$ cat src/rtl/dcsb_pkg.sv
package dcsb_pkg;

  // Source driving the single array write port in a cycle.
  typedef enum logic [1:0] {
    WSRC_NONE   = 2'd0,
    WSRC_BYPASS = 2'd1,
    WSRC_DRAIN  = 2'd2
  } wsrc_e;

endpackage

$ cat src/rtl/dcsb_ctrl.sv
module dcsb_ctrl
  import dcsb_pkg::*;
#(
  parameter bit FORWARD = 1'b1
) (
  input  logic  lk_valid,
  input  logic  lk_hit,
  input  logic  lk_repl,
  input  logic  buf_valid,
  input  logic  buf_hit,
  input  logic  buf_repl,
  input  logic  ld_valid,
  output logic  stall,
  output logic  load_go,
  output logic  bypass,
  output logic  drain,
  output logic  capture,
  output logic  cap_hit,
  output wsrc_e wsrc
);

  logic ld_block;

  always_comb begin
    if (FORWARD) ld_block = 1'b0;
    else         ld_block = ld_valid & (lk_valid | buf_valid);
    stall   = (lk_valid & buf_valid) | ld_block;
    load_go = ld_valid & ~stall;
    cap_hit = lk_hit & ~lk_repl;
    bypass  = lk_valid & ~buf_valid & cap_hit & ~load_go;
    capture = lk_valid & ~bypass;
    drain   = buf_valid & ~load_go;
    if (bypass)                            wsrc = WSRC_BYPASS;
    else if (drain & buf_hit & ~buf_repl)  wsrc = WSRC_DRAIN;
    else                                   wsrc = WSRC_NONE;
  end

endmodule

$ cat src/rtl/dcsb_slot.sv
module dcsb_slot #(
  parameter int unsigned AW  = 32,
  parameter int unsigned DW  = 32,
  parameter int unsigned BEW = DW / 8
) (
  input  logic           clk,
  input  logic           rst_n,
  input  logic           load,
  input  logic [AW-1:0]  d_addr,
  input  logic [DW-1:0]  d_data,
  input  logic [BEW-1:0] d_be,
  input  logic           d_hit,
  input  logic           release_i,
  input  logic           clr_hit,
  output logic           q_valid,
  output logic [AW-1:0]  q_addr,
  output logic [DW-1:0]  q_data,
  output logic [BEW-1:0] q_be,
  output logic           q_hit
);

  always_ff @(posedge clk) begin
    if (!rst_n) begin
      q_valid <= 1'b0;
      q_addr  <= '0;
      q_data  <= '0;
      q_be    <= '0;
      q_hit   <= 1'b0;
    end else if (load) begin
      q_valid <= 1'b1;
      q_addr  <= d_addr;
      q_data  <= d_data;
      q_be    <= d_be;
      q_hit   <= d_hit;
    end else if (release_i) begin
      q_valid <= 1'b0;
      q_hit   <= 1'b0;
    end else if (clr_hit) begin
      q_hit   <= 1'b0;
    end
  end

endmodule

$ cat src/rtl/dcsb_fwd.sv
module dcsb_fwd #(
  parameter int unsigned DW      = 32,
  parameter int unsigned WW      = 30,
  parameter bit          FORWARD = 1'b1
) (
  input  logic            clk,
  input  logic            rst_n,
  input  logic            load_go,
  input  logic [WW-1:0]   ld_word,
  input  logic            lk_valid,
  input  logic [WW-1:0]   lk_word,
  input  logic [DW-1:0]   lk_data,
  input  logic [DW/8-1:0] lk_be,
  input  logic            buf_valid,
  input  logic [WW-1:0]   buf_word,
  input  logic [DW-1:0]   buf_data,
  input  logic [DW/8-1:0] buf_be,
  input  logic [DW-1:0]   arr_rdata,
  output logic            ld_rvalid,
  output logic [DW-1:0]   ld_rdata
);

  localparam int unsigned BEW = DW / 8;

  function automatic logic [DW-1:0] overlay(input logic [DW-1:0] base,
                                            input logic [DW-1:0] over,
                                            input logic [BEW-1:0] be);
    logic [DW-1:0] r;
    r = base;
    for (int i = 0; i < BEW; i++)
      if (be[i]) r[8*i +: 8] = over[8*i +: 8];
    return r;
  endfunction

  always_ff @(posedge clk) begin
    if (!rst_n) ld_rvalid <= 1'b0;
    else        ld_rvalid <= load_go;
  end

  generate
    if (FORWARD) begin : g_merge
      logic [BEW-1:0] m_be;
      logic [DW-1:0]  m_data;
      logic [BEW-1:0] be_buf, be_lk;

      always_comb begin
        be_buf = (buf_valid && buf_word == ld_word) ? buf_be : '0;
        be_lk  = (lk_valid  && lk_word  == ld_word) ? lk_be  : '0;
      end

      always_ff @(posedge clk) begin
        if (!rst_n) begin
          m_be   <= '0;
          m_data <= '0;
        end else if (load_go) begin
          m_be   <= be_buf | be_lk;
          m_data <= overlay(overlay('0, buf_data, be_buf), lk_data, be_lk);
        end
      end

      assign ld_rdata = overlay(arr_rdata, m_data, m_be);
    end else begin : g_plain
      logic unused_fwd;
      assign unused_fwd = ^{ld_word, lk_valid, lk_word, lk_data, lk_be,
                            buf_valid, buf_word, buf_data, buf_be};
      assign ld_rdata = arr_rdata;
    end
  endgenerate

endmodule

$ cat src/rtl/dcsb_top.sv
module dcsb_top
  import dcsb_pkg::*;
#(
  parameter int unsigned AW         = 32,
  parameter int unsigned DW         = 32,
  parameter int unsigned LINE_BYTES = 16,
  parameter int unsigned SETS       = 64,
  parameter bit          FORWARD    = 1'b1
) (
  input  logic                    clk,
  input  logic                    rst_n,
  input  logic                    st_valid,
  input  logic [AW-1:0]           st_addr,
  input  logic [DW-1:0]           st_data,
  input  logic [DW/8-1:0]         st_be,
  input  logic                    st_hit,
  input  logic                    ld_valid,
  input  logic [AW-1:0]           ld_addr,
  input  logic [DW-1:0]           arr_rdata,
  output logic                    ld_rvalid,
  output logic [DW-1:0]           ld_rdata,
  output logic                    arr_we,
  output logic [AW-1:0]           arr_waddr,
  output logic [DW-1:0]           arr_wdata,
  output logic [DW/8-1:0]         arr_wbe,
  input  logic                    repl_valid,
  input  logic [$clog2(SETS)-1:0] repl_idx,
  output logic                    stall
);

  localparam int unsigned BEW   = DW / 8;
  localparam int unsigned OFFW  = $clog2(BEW);
  localparam int unsigned LINEW = $clog2(LINE_BYTES);
  localparam int unsigned IDXW  = $clog2(SETS);
  localparam int unsigned WW    = AW - OFFW;

  // Lookup stage: the store whose tag is being checked this cycle.
  logic           lk_valid;
  logic [AW-1:0]  lk_addr;
  logic [DW-1:0]  lk_data;
  logic [BEW-1:0] lk_be;

  // Buffered entry.
  logic           buf_valid, buf_hit;
  logic [AW-1:0]  buf_addr;
  logic [DW-1:0]  buf_data;
  logic [BEW-1:0] buf_be;

  // Named internal events.
  logic  load_go, bypass, drain, capture, cap_hit;
  logic  lk_repl, buf_repl;
  wsrc_e wsrc;

  logic [OFFW-1:0] unused_ld_lo;
  assign unused_ld_lo = ld_addr[OFFW-1:0];

  assign lk_repl  = repl_valid && (lk_addr[LINEW +: IDXW]  == repl_idx);
  assign buf_repl = repl_valid && (buf_addr[LINEW +: IDXW] == repl_idx);

  always_ff @(posedge clk) begin
    if (!rst_n) begin
      lk_valid <= 1'b0;
      lk_addr  <= '0;
      lk_data  <= '0;
      lk_be    <= '0;
    end else begin
      lk_valid <= st_valid & ~stall;
      if (st_valid & ~stall) begin
        lk_addr <= st_addr;
        lk_data <= st_data;
        lk_be   <= st_be;
      end
    end
  end

  dcsb_ctrl #(.FORWARD(FORWARD)) u_ctrl (
    .lk_valid (lk_valid),
    .lk_hit   (st_hit),
    .lk_repl  (lk_repl),
    .buf_valid(buf_valid),
    .buf_hit  (buf_hit),
    .buf_repl (buf_repl),
    .ld_valid (ld_valid),
    .stall    (stall),
    .load_go  (load_go),
    .bypass   (bypass),
    .drain    (drain),
    .capture  (capture),
    .cap_hit  (cap_hit),
    .wsrc     (wsrc)
  );

  dcsb_slot #(.AW(AW), .DW(DW), .BEW(BEW)) u_slot (
    .clk      (clk),
    .rst_n    (rst_n),
    .load     (capture),
    .d_addr   (lk_addr),
    .d_data   (lk_data),
    .d_be     (lk_be),
    .d_hit    (cap_hit),
    .release_i(drain),
    .clr_hit  (buf_repl),
    .q_valid  (buf_valid),
    .q_addr   (buf_addr),
    .q_data   (buf_data),
    .q_be     (buf_be),
    .q_hit    (buf_hit)
  );

  always_comb begin
    arr_we    = 1'b0;
    arr_waddr = lk_addr;
    arr_wdata = lk_data;
    arr_wbe   = lk_be;
    unique case (wsrc)
      WSRC_BYPASS: arr_we = 1'b1;
      WSRC_DRAIN: begin
        arr_we    = 1'b1;
        arr_waddr = buf_addr;
        arr_wdata = buf_data;
        arr_wbe   = buf_be;
      end
      default: arr_we = 1'b0;
    endcase
  end

  dcsb_fwd #(.DW(DW), .WW(WW), .FORWARD(FORWARD)) u_fwd (
    .clk      (clk),
    .rst_n    (rst_n),
    .load_go  (load_go),
    .ld_word  (ld_addr[AW-1:OFFW]),
    .lk_valid (lk_valid),
    .lk_word  (lk_addr[AW-1:OFFW]),
    .lk_data  (lk_data),
    .lk_be    (lk_be),
    .buf_valid(buf_valid),
    .buf_word (buf_addr[AW-1:OFFW]),
    .buf_data (buf_data),
    .buf_be   (buf_be),
    .arr_rdata(arr_rdata),
    .ld_rvalid(ld_rvalid),
    .ld_rdata (ld_rdata)
  );

endmodule

$ cat config.mk
export PLATFORM = sky130hd
export DESIGN_NAME = dcsb_top
export DESIGN_NICKNAME = d
export VERILOG_FILES = /design/src/rtl/dcsb_pkg.sv /design/src/rtl/dcsb_ctrl.sv /design/src/rtl/dcsb_slot.sv /design/src/rtl/dcsb_fwd.sv /design/src/rtl/dcsb_top.sv
export SDC_FILE = /design/constraint.sdc
export NUM_CORES = 1
export LEC_CHECK = 0
export BUFFER_PORTS_ARGS = -buffer_cell sky130_fd_sc_hd__buf_4
export CAP_MARGIN = 30
export CELL_PAD_IN_SITES_DETAIL_PLACEMENT = 1
export CELL_PAD_IN_SITES_GLOBAL_PLACEMENT = 1
export CORE_ASPECT_RATIO = 1.75
export CORE_MARGIN = 2
export CORE_UTILIZATION = 35
export CTS_CLUSTER_DIAMETER = 40
export DETAILED_ROUTE_END_ITERATION = 7
export PLACE_DENSITY = 0.81
export SETUP_SLACK_MARGIN = 0.05
export SYNTH_ARGS = -nofsm -noshare
export SYNTH_HDL_FRONTEND = slang
export SYNTH_SLANG_ARGS = --single-unit
$ cat constraint.sdc
create_clock -name clk -period 2.3 [get_ports clk]
set_clock_uncertainty 0.05 [all_clocks]
set_input_delay 0.46 -clock clk [delete_from_list [all_inputs] [get_ports clk]]
set_output_delay 0.46 -clock clk [all_outputs]
set_load 0.01 [all_outputs]
==> metrics.yaml <==
status: "finished with violations"
violations: "negative setup slack"
m1WireLength_um: 11900
drive_gt1_share_pct: 33.4
antenna_found_initial: 3
holdWs_ps: 228
cts_tree: "done"
final_area_mm2: 0.0126
viasPerCell: 5.23
rr_startpoint: "u_slot.q_addr[4]$_SDFFE_PN0P_"
synth_area_leaders: "dfxtp_1, nand2_1, mux2_2"
leakage_uw: 0.00507
synth.largest_area_cell: "dfxtp_1"
cp-start-kind: "register"
netlist_area_mm2: 0.00902
synth.top_cell.area_share_pct: 39.1
gp_congestion: 0.919
die_width_um: 125
dr.first_iter.drc_count: 368
path_class: "reg2out"
hp-start: "st_addr[28]"
min_period_over_period_pct: 128
irDropWorstVdd_mv: 0.480
drt_wl_total_um: 34000
hold_viol: 0
grt_usage_pct: 24.8
cts_made_buffers: 17
die_area_mm2: 0.0271
synth_edf_count: 0
max_cap_viol_count: 0
async_flop_share_pct: 0
drtPass1Iterations: 4
num_io_pins: 247
drv_slew: 0
grt_pass1_vias: 9561
r2r-end: "u_fwd.g_merge.m_data[26]$_SDFFE_PN0P_"
holdCritPathClass: "in2reg"
wl_met3_um: 1420
fp-row-count: 77
vias: 8691
whs_path_depth: 3
critical_path.max_fanout: 23
initial_core_util_pct: 35.6
path_clk_slew_ps: 70
rsz0062_at_grt: "yes"
synthesis.nets: 1214
clockRootBuffer: "clkbuf_16"
grt_max_degree: 163
r2r_cells: 7
drc_errors: 0
postRouteAntennaNets: 0
routedWlPerCell_um: 20.5
tightest_slew_ps: 656
synth-seq-cells: 176
ctsHoldBuffers: 0
wl_met2_um: 18900
power_density_mw_per_mm2: 595
setup_viol: 69
hpwl_um: 24000
final_net_count: 1473
p_total_uw: 7490
max_freq_ghz: 0.340
clk-insertion-delay-late_ps: 440
synth-main-ff-cell: "dfxtp_1"
dpl-instance-area_mm2: 0.0115
synth.most_common_cell: "nand2_1"
top_layer: "met4"
crit_arrival_ps: 2430
fin_tns_setup_ps: -40630
synth_area_per_cell_um2: 8.43
ys_warn_count: 0
synth_commonest_cells: "nand2_1, dfxtp_1, a21boi_0, mux2_2, mux2i_1"
hold-path-endpoint: "lk_addr[28]$_SDFFE_PN0P_"
max-clock-path-buffers: 2
synth.distinct_cells: 36
core_area_mm2: 0.0253
htree_num_levels: 4
ff2ff_setup_slack_ps: 130
syn_inst: 1070
grt_overflow: 0
io_buffers: 244
grt_pass1_wl_um: 52300
die_h_um: 216
slew-limit-headroom_pct: 56.3
worst_slack_ps: -641
n_fill_cell: 2965
cts_sinks: 176
area_growth_pct: 39.7
cp.required_ps: 1790
synth.yosys.seq_area_share_pct: 39.1
crit_path_end_kind: "output port"
min_period_ps: 2940
logic make-up after synthesis:
group / count (synthesis) / synth area share, %
flip-flops: 176 / 39.1
AO/OA/AOI/OAI: 176 / 13.5
XOR/XNOR: 72 / 6.99
buffers and inverters: 138 / 6.73
AND/OR/NAND/NOR: 372 / 17.6
multiplexers: 136 / 16.0
cell type report:
| class | count | area, µm² | share of cell area, % |
|---|---|---|---|
| multi-input cells | 756 | 5130 | 40.8 |
| inverters | 68 | 255 | 2.03 |
| flip-flops and latches | 176 | 3530 | 28.0 |
| clock buffers | 23 | 478 | 3.80 |
| well taps | 316 | 395 | 3.14 |
| clock inverters | 9 | 131 | 1.04 |
| diodes | 3 | 7.51 | 0.0596 |
| repair buffers | 310 | 2660 | 21.1 |
worst max-delay path: stages, from the launching register on:
cell,delay [ps]
dfxtp_1,360
xnor2_1,130
nand4_1,250
o41ai_4,310
or2_4,230
buf_12,190
mux2_2,360
buf_4,140
how the worst max path moves through the flow:
stage,depth (start not counted),slack (ps),to,start
after floorplan,6,-50,arr_waddr[10],repl_idx[5]
after detailed placement,8,-430,arr_waddr[2],repl_idx[0]
final,7,-640,arr_waddr[6],u_slot.q_addr[7]$_SDFFE_PN0P_
after CTS,7,-670,arr_waddr[9],u_slot.q_addr[6]$_SDFFE_PN0P_
after global placement,8,-350,arr_waddr[6],repl_idx[0]
after global routing,9,-700,arr_wdata[16],u_slot.q_addr[7]$_SDFFE_PN0P_
sequential cells by signal, indices dropped and copies added, names as in the netlist:
name                  count
lk_addr                  32
u_slot.q_data            32
u_slot.q_valid            1
u_slot.q_be               4
lk_valid                  1
lk_be                     4
u_fwd.g_merge.m_be        4
u_slot.q_hit              1
u_fwd.ld_rvalid           1
lk_data                  32
u_slot.q_addr            32
u_fwd.g_merge.m_data     32
metrics by stage:
stage               setup WS [ps]  instances  util, %
floorplan                   -51.6       1070        -
global placement             -354       1613     45.4
detailed placement           -430       1613     45.4
CTS                          -669       1657     49.4
global route                 -696       1661     49.7
finish                       -641       1661     49.7
routing by layer:
metal,vias up,GRT usage [%]
met1,4239,24.0
met5,-,0
li1,4119,-
met3,83,4.39
met4,0,15.0
met2,250,48.0
repair_timing:
item	4_1_cts	5_1_grt
buffers inserted	8	1
gates cloned	4	0
gates resized for setup	100	20
endpoints found under the setup margin	88	85
pin swaps	14	3
placed cells by master, fill, tap and decap left out, types with 6 or more instances in the layout:
master	synthesis	final
nand2_1	314	312
buf_4	6	274
dfxtp_1	176	173
a21boi_0	68	68
mux2i_1	68	68
inv_1	67	67
xnor2_1	64	61
mux2_2	68	47
o21ai_1	5	43
nand4_1	34	34
o221ai_1	32	32
mux2_4	0	21
o21ai_2	0	17
clkbuf_16	0	17
buf_6	5	16
buf_12	0	14
xor2_1	8	7
o21ai_0	63	7
nand3_1	6	6
report_power, final:
part / total [µW] / internal, µW / switching [µW] / leakage (µW)
Combinational: 1200 / 613 / 584 / 0.00334
Clock: 3030 / 1800 / 1240 / 0.000301
Sequential: 3260 / 3140 / 114 / 0.00143
No activity file was read; power rests on OpenSTA's default activity.
